File: src/rtl/kbs_pkg.sv
package kbs_pkg;

    typedef enum logic [2:0] {
        ST_IDLE,
        ST_RUN,
        ST_JUDGE,
        ST_SHOW,
        ST_DONE,
        ST_FAIL
    } ks_state_t;

    localparam logic [7:0] CH_SPACE = 8'h20;
    localparam logic [7:0] CH_DIG_LO = 8'h30;
    localparam logic [7:0] CH_DIG_HI = 8'h39;
    localparam logic [7:0] CH_UP_LO = 8'h41;
    localparam logic [7:0] CH_UP_HI = 8'h5A;

endpackage

File: src/rtl/kbs_text_judge.sv
module kbs_text_judge #(
    parameter int BYTES = 16
) (
    input  logic [BYTES*8-1:0] text_i,
    output logic               ok_o
);
    import kbs_pkg::*;

    logic [BYTES-1:0] byte_ok;

    for (genvar b = 0; b < BYTES; b++) begin : g_byte
        logic [7:0] ch;
        assign ch = text_i[b*8 +: 8];
        assign byte_ok[b] = (ch >= CH_UP_LO && ch <= CH_UP_HI) ||
                            (ch >= CH_DIG_LO && ch <= CH_DIG_HI) ||
                            (ch == CH_SPACE);
    end

    assign ok_o = &byte_ok;

endmodule

File: src/rtl/kbs_key_counter.sv
module kbs_key_counter #(
    parameter int KEY_W = 24
) (
    input  logic             clk,
    input  logic             rst,
    input  logic             clear_i,
    input  logic             step_i,
    output logic [KEY_W-1:0] key_o,
    output logic             last_o
);
    always_ff @(posedge clk) begin
        if (rst || clear_i) begin
            key_o <= '0;
        end else if (step_i) begin
            key_o <= key_o + 1'b1;
        end
    end

    assign last_o = &key_o;

    // the key moves only by a single step
    a_r5_step_by_one: assert property (@(posedge clk) disable iff (rst)
        ($past(step_i) && !$past(clear_i)) |-> key_o == $past(key_o) + 1'b1);

endmodule

File: src/rtl/key_search_ctrl.sv
module key_search_ctrl #(
    parameter int KEY_W = 24,
    parameter int TEXT_BYTES = 16,
    parameter int DISP_W = 16
) (
    input  logic                    clk,
    input  logic                    rst,
    input  logic                    start_i,
    input  logic                    eng_done_i,
    input  logic [TEXT_BYTES*8-1:0] eng_text_i,
    input  logic                    draw_done_i,
    output logic [KEY_W-1:0]        key_o,
    output logic                    eng_en_o,
    output logic                    draw_req_o,
    output logic [TEXT_BYTES*8-1:0] text_o,
    output logic                    timer_run_o,
    output logic [DISP_W-1:0]       key_disp_o
);
    import kbs_pkg::*;

    localparam int TEXT_W = TEXT_BYTES * 8;

    ks_state_t state, state_nx;
    logic [TEXT_W-1:0] text_q;
    logic text_ok, key_last, key_clear, key_step;

    kbs_text_judge #(.BYTES(TEXT_BYTES)) u_judge (
        .text_i(text_q),
        .ok_o  (text_ok)
    );

    kbs_key_counter #(.KEY_W(KEY_W)) u_key (
        .clk    (clk),
        .rst    (rst),
        .clear_i(key_clear),
        .step_i (key_step),
        .key_o  (key_o),
        .last_o (key_last)
    );

    // state register and result capture
    always_ff @(posedge clk) begin
        if (rst) begin
            state  <= ST_IDLE;
            text_q <= '0;
        end else begin
            state <= state_nx;
            if (state == ST_RUN && eng_done_i) begin
                text_q <= eng_text_i;
            end
        end
    end

    // transitions
    always_comb begin
        state_nx = state;
        unique case (state)
            ST_IDLE:  if (start_i) state_nx = ST_RUN;
            ST_RUN:   if (eng_done_i) state_nx = ST_JUDGE;
            ST_JUDGE: begin
                if (text_ok)       state_nx = ST_SHOW;
                else if (key_last) state_nx = ST_FAIL;
                else               state_nx = ST_RUN;
            end
            ST_SHOW:  if (draw_done_i) state_nx = ST_DONE;
            ST_DONE:  state_nx = ST_DONE;
            ST_FAIL:  state_nx = ST_FAIL;
            default:  state_nx = ST_IDLE;
        endcase
    end

    // outputs
    always_comb begin
        eng_en_o    = 1'b0;
        draw_req_o  = 1'b0;
        timer_run_o = 1'b0;
        key_clear   = 1'b0;
        key_step    = 1'b0;
        unique case (state)
            ST_IDLE:  key_clear = start_i;
            ST_RUN: begin
                eng_en_o    = 1'b1;
                timer_run_o = 1'b1;
            end
            ST_JUDGE: begin
                timer_run_o = !text_ok;
                key_step    = !text_ok && !key_last;
            end
            ST_SHOW:  draw_req_o = 1'b1;
            default:  ;
        endcase
    end

    assign text_o     = text_q;
    assign key_disp_o = key_o[KEY_W-1 -: DISP_W];

    // the engine only runs while the stopwatch runs
    a_r2_en_in_search: assert property (@(posedge clk) disable iff (rst)
        eng_en_o |-> timer_run_o);

    // key is frozen while waiting on the engine
    a_r3_hold_key: assert property (@(posedge clk) disable iff (rst)
        (eng_en_o && !eng_done_i) |=> $stable(key_o));

    // a draw request only follows a readable capture
    a_r6_accept_ok: assert property (@(posedge clk) disable iff (rst)
        $rose(draw_req_o) |-> (text_ok && !timer_run_o && !eng_en_o));

    // request is held until the drawer answers
    a_r8_req_hold: assert property (@(posedge clk) disable iff (rst)
        (draw_req_o && !draw_done_i) |=> draw_req_o);

    // the done state is terminal
    a_r8_terminal: assert property (@(posedge clk) disable iff (rst)
        (state == ST_DONE) |=> (state == ST_DONE && !draw_req_o));

    // failure only after the all-ones key was judged
    a_r9_fail_at_wrap: assert property (@(posedge clk) disable iff (rst)
        $rose(state == ST_FAIL) |-> ($past(key_last) && !draw_req_o && !timer_run_o));

endmodule

File: config.mk
export PLATFORM = sky130hd
export DESIGN_NAME = key_search_ctrl
export DESIGN_NICKNAME = d
export VERILOG_FILES = /design/src/rtl/kbs_pkg.sv /design/src/rtl/kbs_text_judge.sv /design/src/rtl/kbs_key_counter.sv /design/src/rtl/key_search_ctrl.sv
export SDC_FILE = /design/constraint.sdc
export NUM_CORES = 1
export LEC_CHECK = 0
export BUFFER_PORTS_ARGS = -buffer_cell sky130_fd_sc_hd__buf_2
export CAP_MARGIN = 20
export CORE_MARGIN = 3
export CORE_UTILIZATION = 48
export DETAILED_ROUTE_END_ITERATION = 6
export PLACE_DENSITY = 0.85
export SKIP_CTS_REPAIR_TIMING = 1
export SLEW_MARGIN = 0
export SYNTH_ARGS = -nofsm -noshare
export SYNTH_HDL_FRONTEND = slang
export SYNTH_SLANG_ARGS = --single-unit
File: constraint.sdc
create_clock -name clk -period 3.6 [get_ports clk]
set_clock_uncertainty 0.15 [all_clocks]
set_input_delay 0.18 -clock clk [delete_from_list [all_inputs] [get_ports clk]]
set_output_delay 0.18 -clock clk [all_outputs]
set_load 0.03 [all_outputs]
---- After elaboration in Yosys (flattened, before gate mapping) ----
Index checks and enable logic that the tools add are counted.
cells by class
  add/sub/neg operators ................... 1
  eq/ne operators ......................... 24
  reduce and logical (&&, ||, !) cells .... 73
  order comparisons ....................... 64
  muxes and demuxes ....................... 11
operators by type and width
  operator                                                                             number
  8-bit by 6-bit equality test with 1-bit output, second input constant                16
  8-bit by 6-bit greater-or-equal comparator with 1-bit output, second input constant  16
  8-bit by 7-bit greater-or-equal comparator with 1-bit output, second input constant  16
  8-bit by 6-bit less-or-equal comparator with 1-bit output, second input constant     16
  8-bit by 7-bit less-or-equal comparator with 1-bit output, second input constant     16
  1-bit logical AND                                                                    34
  1-bit logical OR                                                                     33
  24-bit by 1-bit adder with 24-bit output, second input constant                      1
  24-bit AND reduction                                                                 1
  3-bit one-hot mux with 6 select lines                                                1
  16-bit AND reduction                                                                 1
  3-bit two-way mux                                                                    5
  3-bit by 2-bit equality test with 1-bit output, second input constant                2
  3-bit equality test, second input constant                                           2
  2-bit inequality test, second input constant                                         3
  1-bit two-way mux                                                                    4
  3-bit by 1-bit equality test with 1-bit output, second input constant                1
  3-bit zero test                                                                      1
  3-bit AND reduction                                                                  1
  1-bit zero test                                                                      2
  1-bit one-hot mux with 2 select lines                                                1
word-level totals
  word-level logic and storage cells ...... 176
  output and inout bits ................... 171
  register bits ........................... 155

---- Longest topological paths before layout ----
Gate-level depths: netlist (run 1).
  depth after elaboration ................. 8
  depth in mapped cells ................... 10
  depth with buffers taken out ............ 8

---- By module ----
From an unflattened synthesis (run 1), not the netlist that was laid out.
unflattened totals
  cells, all modules ...................... 896
  area total of the unflattened synthesis .. 6,917.9 um^2
by module, submodules not included
  module           cells each  sequential area each (um^2)  times used  area an instance (um^2)
  key_search_ctrl  599         2,622.5                      1           4,785.8
  kbs_key_counter  131         480.5                        1           1,148.6
  kbs_text_judge   166         0.0                          1           983.4

---- Worst setup path before layout (run 1) ----
No wires, ideal clock.
  path type ............................... register to output
  from .................................... reg text_q[28], in the netlist text_o[28]
  to ...................................... out timer_run_o
  arrival time ............................ 2.668 ns
  setup slack ............................. 0.602 ns
  buffers on the path ..................... 2
  stages on the path, launching flop included .. 10
  cell sequence ........................... dfxtp_1 a21boi_1 o21ai_1 a2111oi_0 or4b_1 nor4_1 and4_4 buf_6 buf_8 o21ai_0
between the ends
  word-level cells in the longest chain between the ends .. 7
RTL lines
  what                                                                                  RTL line                                    text
  start: declaration                                                                    key_search_ctrl.sv:24                       logic [TEXT_W-1:0] text_q;
  start signal: assignment                                                              key_search_ctrl.sv:49                       text_q <= eng_text_i;
  8-bit by 7-bit greater-or-equal comparator with 1-bit output (tied with other cells)  kbs_text_judge.sv:14                        assign byte_ok[b] = (ch >= CH_UP_LO && ch <= CH_UP_HI) ||
  1-bit logical AND (on tied branches)                                                  kbs_text_judge.sv:14, kbs_text_judge.sv:15
  1-bit logical OR                                                                      kbs_text_judge.sv:14
  1-bit logical OR *                                                                    kbs_text_judge.sv:15                        (ch >= CH_DIG_LO && ch <= CH_DIG_HI) ||
  16-bit AND reduction *                                                                kbs_text_judge.sv:19                        assign ok_o = &byte_ok;
  1-bit zero test *                                                                     key_search_ctrl.sv:86                       timer_run_o = !text_ok;
  1-bit one-hot mux with 2 select lines *                                               key_search_ctrl.sv:79                       unique case (state)
  end: declaration                                                                      key_search_ctrl.sv:16                       output logic timer_run_o,
Mark *: on every way between the ends. The rest lies on a longest branch, timed or not.

---- Worst setup path after layout (run 1) ----
  from .................................... reg text_q[87], in the netlist text_o[87]
  to ...................................... out timer_run_o
The elaborated chain is that of the path after synthesis.

==> run_results.csv, run 1 <==
group,metric,value,unit
run_status,status,"finished clean",
timing,period_needed,3.49,ns
synthesis,synth_ff_type,"dfxtp_1",
timing,worst_pin_slew,1.02,ns
drt,postRouteWirelength,30.1,mm
pwr,p_leak,4.55,nW
pwr,combPwrFrac,15.4,%
pwr,p_int,3.24,mW
place,dpl-instance-area,0.00858,mm2
critical_path,path_class,"flip-flop to primary output",
timing,fin_crit_sh,97.0,%
global_route,antenna_found_initial,1,
critical_path,cp-end-kind,"primary output",
clock_tree,cts_tree,"built",
critical_path,r2r_cells,10,
pwr,vdd_drop_max,338,uV
global_route,track_usage,29.0,%
place,gp_congestion,0.875,
critical_path,cp_data_arrival_time,3.16,ns
drt,drt_iter0_drc,874,
timing,fmax,0.286,GHz
pwr,total_power,4.45,mW
clock_tree,insertion_delay,0.43,ns
global_route,grt_max_degree,97,
timing,setup-violations-final,0,
place,place.port_buffers,303,
clock_tree,cts_root_buf,"clkbuf_16",
global_route,use_met2,48.0,%
synthesis,netlist_area,0.00709,mm2
critical_path,r2r_setup_slack,0.31,ns
synthesis,synth_edf_count,0,
synthesis,synth_nets,1093,
floorplanning,fp.coreArea,0.0141,mm2
global_route,top_usage_layer,"met2",
floorplanning,rows,43,
global_route,use_met1,37.6,%
finish,drive_gt1_share,26.6,%
timing,hold_viol,0,
synthesis,synth-seq-cells,155,
global_route,met3_usage,7.57,%
critical_path,r2r-start,"text_o[87]",
synthesis,yosys.cell_types.count,57,
timing,report.final.slew_viol_count,0,
clock_tree,clk_pin_slew,0.06,ns
synthesis,synth_warnings,0,
synthesis,synthArstFlopShare,0,%
finish,fin_nets,1486,
floorplanning,die-area,0.0163,mm2
clock_tree,cts_sinks,155,
critical_path,worstReg2RegEnd,"u_key.key_o[16]",
place,dp_hpwl,17.8,mm
pwr,clkPwrFrac,42.7,%
clock_tree,clock_path_buffers,2,
pwr,swShare,27.2,%
critical_path,critPathLaunchType,"flip-flop",
drt,drc,0,
run,drv_cap,0,
clock_tree,cts_buffers,17,
floorplanning,num_io_pins,304,
timing,maxSlewHeadroom,31.9,%
floorplanning,die_h,128,um
global_route,gr-total-overflow,0,
hold_path,hold_depth,3,
clock_tree,cts.htree.levels,4,
synthesis,syn-mean-instance-area,7.39,um2
drt,drtAntennaViolNets,0,
global_route,grt_pass1_wl,37.9,mm
pwr,p_switching,1.21,mW
critical_path,worstPathRequired,3.27,ns
synthesis,synth_cells,959,
pwr,pwr-share-seq,41.9,%
drt,drt_first_pass_iters,6,
floorplanning,floorplan.initialDensity,50.1,%
critical_path,cp_max_fo,4,
synthesis,synth.yosys.seq_area_share,43.8,%
finish,final_area,0.0105,mm2
timing,grt_setup_unrepaired,"false",
drt,via_per_inst,5.94,
global_route,grt_pass1_vias,7178,
hold_path,worstHoldStart,"eng_done_i",
hold_path,hold_end,"state[1]",
drt,wl_per_cell,19.5,um
floorplanning,die_w,128,um
hold_path,hp-class,"input pin to flip-flop",
finish,area_growth,48.6,%
drt,num_vias,9185,
pwr,p_per_area,422,mW/mm2
[layout by cell type (no fill, tap or decap), drive strengths merged, types with 13 or more instances in the layout]
cell type    synthesis  routed
dlygate4sd3          0     129
a21oi              159     159
clkbuf              50      22
dfxtp              155     155
nor2b               14      14
or4                 13      13
buf                 23     316
or3                 16      16
o21ai               42      42
nand3               35      35
nand2              288     288
nand4               16      16
nor2                26      26
inv                 14      14
[through the flow]
step,hold slack [ns],setup TNS (ns),worst slack (ns),util [%],instances
floorplan,0.166,0,0.602,-,959
global placement,0.269,0,0.252,60.6,1381
detailed placement,0.276,0,0.293,60.6,1381
CTS,-0.171,-0.0998,-0.0998,64.9,1411
global route,0.00892,0,0.0609,74.5,1544
finish,0.0173,0,0.108,74.5,1545
[area by class of cell]
cell class | count | area, um2
fill | 954 | 3610
clock inverter | 8 | 143
timing repair buffer | 445 | 2910
sequential | 155 | 3100
inverter | 14 | 52.6
clock buffer | 22 | 464
antenna | 2 | 5.00
tap | 180 | 225
multi-input combinational | 719 | 3640
[cells in the mapped netlist, types with 4 or more instances]
cell type / number / share of area, %
nor4_1: 8 / 0.71
o21ai_0: 38 / 2.7
o211ai_1: 5 / 0.53
or4_1: 13 / 1.4
o22ai_1: 4 / 0.35
inv_1: 14 / 0.74
nand4_1: 16 / 1.4
nand3_1: 35 / 2.5
and3_1: 8 / 0.71
a21oi_1: 156 / 11
nor4b_1: 5 / 0.62
clkbuf_1: 50 / 2.6
or3_1: 16 / 1.4
dfxtp_1: 155 / 44
nor3_1: 12 / 0.85
nor2b_1: 14 / 1.2
a22oi_1: 6 / 0.64
nand2_1: 288 / 15
a31oi_1: 8 / 0.71
nor2_1: 26 / 1.4
buf_4: 17 / 1.8
[cells by family (layout without fill, tap and decap cells)]
family	after synthesis	in the layout	synth area share [%]
AND/OR/NAND/NOR	457	459	29.3
AO/OA/AOI/OAI	256	256	20.5
flip-flops	155	155	43.8
buffers and inverters	87	489	5.81
multiplexers	2	2	0.282
adder cells (fa/ha/maj)	1	1	0.176
XOR/XNOR	1	1	0.124
other	0	2	0
[flip-flops by register name, indices dropped and copies added (netlist names)]
| register | count |
|---|---|
| u_key.key_o | 24 |
| state | 3 |
| text_o | 128 |
[layer usage]
layer	up-vias	part of all wire, %
li1	4130	-
met5	-	0
met2	669	49
met3	123	9.9
met4	0	4.1
met1	4263	37
[worst max-delay path: stages, from the launching register on]
cell       delay, ns
dfxtp_1         0.33
nor4_1          0.38
nand2_1         0.15
a2111oi_1       0.41
or4b_1          0.55
nor4_4          0.31
and4_4          0.34
o21ai_0         0.08
buf_2           0.19
[worst max-delay path by stage]
| stage | start | endpoint | slack, ns | cells after the start |
|---|---|---|---|---|
| after floorplan | text_o[28] | timer_run_o | 0.60 | 9 |
| after global placement | text_o[87] | u_key.key_o[16] | 0.25 | 9 |
| after detailed placement | text_o[87] | u_key.key_o[16] | 0.29 | 9 |
| after CTS | text_o[87] | timer_run_o | -0.1 | 8 |
| after global routing | text_o[87] | timer_run_o | 0.06 | 8 |
| final | text_o[87] | timer_run_o | 0.11 | 8 |
[power by group through the flow]
stage                     Sequential (mW)  Clock (mW)  Combinational [mW]
after floorplan                      1.99           0               0.216
after global placement               1.89           0               0.527
after detailed placement             1.89           0               0.531
after CTS                            1.86        1.89               0.535
after global routing                 1.87        1.96               0.727
final                                1.86        1.90               0.684
Power figures use the tool's default switching activity.
==> run 2: changes to the inputs <==
--- a/config.mk
+++ b/config.mk
@@ -10,6 +10,7 @@
 export CORE_MARGIN = 3
 export CORE_UTILIZATION = 48
 export DETAILED_ROUTE_END_ITERATION = 6
+export HOLD_SLACK_MARGIN = 0.08
 export PLACE_DENSITY = 0.85
 export SKIP_CTS_REPAIR_TIMING = 1
 export SLEW_MARGIN = 0
==> run 2 against run 1 <==
Against the previous run: combinational power up 2%; sequential share of layout area fell by 0.43 points; worst hold slack improved by 0.25 ns; highest routed layer unchanged.
==> run_results.csv, run 2 (same netlist as run 1, synthesis figures left out) <==
group,metric,value,unit
place,place.port_buffers,303,
critical_path,cp_max_fo,4,
finish,drive_gt1_share,26.3,%
finish,final_cell_mix,"buf_2 (302), nand2_1 (287), a21oi_1 (156), dfxtp_1 (155), dlygate4sd3_1 (145)",
clock_tree,insertion_delay,0.43,ns
floorplanning,die-area,0.0163,mm2
floorplanning,die_w,128,um
critical_path,critPathLaunchType,"flip-flop",
floorplanning,floorplan.initialDensity,50.1,%
drt,drc,0,
hold_path,hp-class,"input pin to flip-flop",
global_route,grt_max_degree,97,
floorplanning,rows,43,
critical_path,cp_slowest_cell,"or4b_1",
timing,setup_tns,0,ns
clock_tree,cts_buffers,17,
clock_tree,cts.htree.levels,4,
place,dpl.cell_count,1381,
floorplanning,fp.coreArea,0.0141,mm2
finish,fill_cells,942,
finish,instances_no_fill,1560,
clock_tree,cts_root_buf,"clkbuf_16",
finish,final_common_cell,"buf_2",
critical_path,critical-path-max-stage-delay,0.55,ns
critical_path,crit_family,"simple AND/OR/NAND/NOR gates",
timing,maxSlewHeadroom,32.3,%
drt,num_vias,9301,
place,dp_hpwl,17.8,mm
clock_tree,cts_tree,"built",
global_route,track_usage,29.0,%
finish,fin_nets,1502,
timing,worst_pin_slew,1.02,ns
critical_path,worstPathRequired,3.27,ns
global_route,grt_pass1_vias,7178,
pwr,vdd_drop_max,320,uV
clock_tree,cts_sinks,155,
drt,drt_first_pass_iters,6,
global_route,grt_pass1_wl,37.9,mm
clock_tree,clock_path_buffers,2,
timing,fmax,0.289,GHz
finish,final_core_util,75.6,%
timing,period_needed,3.46,ns
critical_path,path_cells,"nor4_1 -> nand2_1 -> a2111oi_1 -> or4b_1 -> nor4_4 -> and4_4 -> o21ai_0 -> buf_2",
critical_path,cp-end-kind,"primary output",
drt,via_per_inst,5.96,
floorplanning,num_io_pins,304,
run,drv_cap,0,
critical_path,path_class,"flip-flop to primary output",
timing,setup-violations-final,0,
clock_tree,clk_pin_slew,0.06,ns
drt,drt_iter0_drc,996,
pwr,p_per_area,416,mW/mm2
drt,drtAntennaViolNets,0,
finish,largest_reg_flops,128,
critical_path,critPathBufInv,1,
timing,hold_viol,0,
floorplanning,die_h,128,um
drt,postRouteWirelength,30.6,mm
pwr,p_leak,4.65,nW
global_route,gr-total-overflow,0,
pwr,total_power,4.45,mW
finish,area_growth,50.9,%
drt,wl_per_cell,19.6,um
run_status,status,"finished clean",
global_route,antenna_found_initial,0,
timing,report.final.slew_viol_count,0,
place,gp_congestion,0.875,
critical_path,cp_data_arrival_time,3.13,ns
timing,fin_crit_sh,96.0,%
==> run 2: cell count changes in the layout (fill, tap and decap cells not counted) <==
cell / previous run / this run
dlygate4sd3_1: 129 / 145
diode_2: 2 / 1
==> run 2: layout make-up <==
class	instances	area [um2]	share of cell area, %
well taps	180	225	2.11
clock inverters	8	143	1.33
repair buffers	461	3070	28.7
inverters	14	52.6	0.491
flip-flops and latches	155	3100	29.0
multi-input cells	719	3640	34.0
diodes	1	2.50	0.0234
clock buffers	22	464	4.34
==> run 2: final timing paths <==
check,startpoint,endpoint,slack (ns),cells past startpoint
setup reg to reg,text_o[87],u_key.key_o[16],0.35,10
setup / recovery,text_o[87],timer_run_o,0.14,8
hold / removal,start_i,state[0],0.27,5
hold reg to reg,text_o[111],text_o[111],0.34,2
==> run 2: where the power goes <==
group          internal [mW]  switching (mW)  total, mW
sequential              1.78          0.0881       1.86
combinational          0.285           0.411      0.697
clock                   1.19           0.707       1.89
total                   3.25            1.21       4.45
==> run 2: through the flow <==
stage          hold slack, ns  setup slack [ns]  cell area [um2]
3_3_place_gp            0.269             0.252             8580
6_report                0.267             0.142            10700
3_5_place_dp            0.276             0.293             8580
2_1_floorplan           0.166             0.602             7090
4_1_cts                -0.171           -0.0998             9190
5_1_grt                 0.268          -0.00516            10700
==> run 2: worst register-to-register path, stage by stage, from the launching register on <==
cell	delay, ns
dfxtp_1	0.33
nor4_1	0.38
nand2_1	0.15
a2111oi_1	0.38
or4b_1	0.55
nor4_4	0.31
and4_4	0.34
buf_4	0.18
buf_4	0.16
nor4_1	0.06
o21a_1	0.17
==> run 2: metal layers <==
layer	vias up	track usage (%)	part of all wire [%]
met5	-	0	0
met4	0	7.89	4.7
met3	153	7.57	10
met2	680	48.0	49
met1	4320	37.6	36
li1	4148	-	-
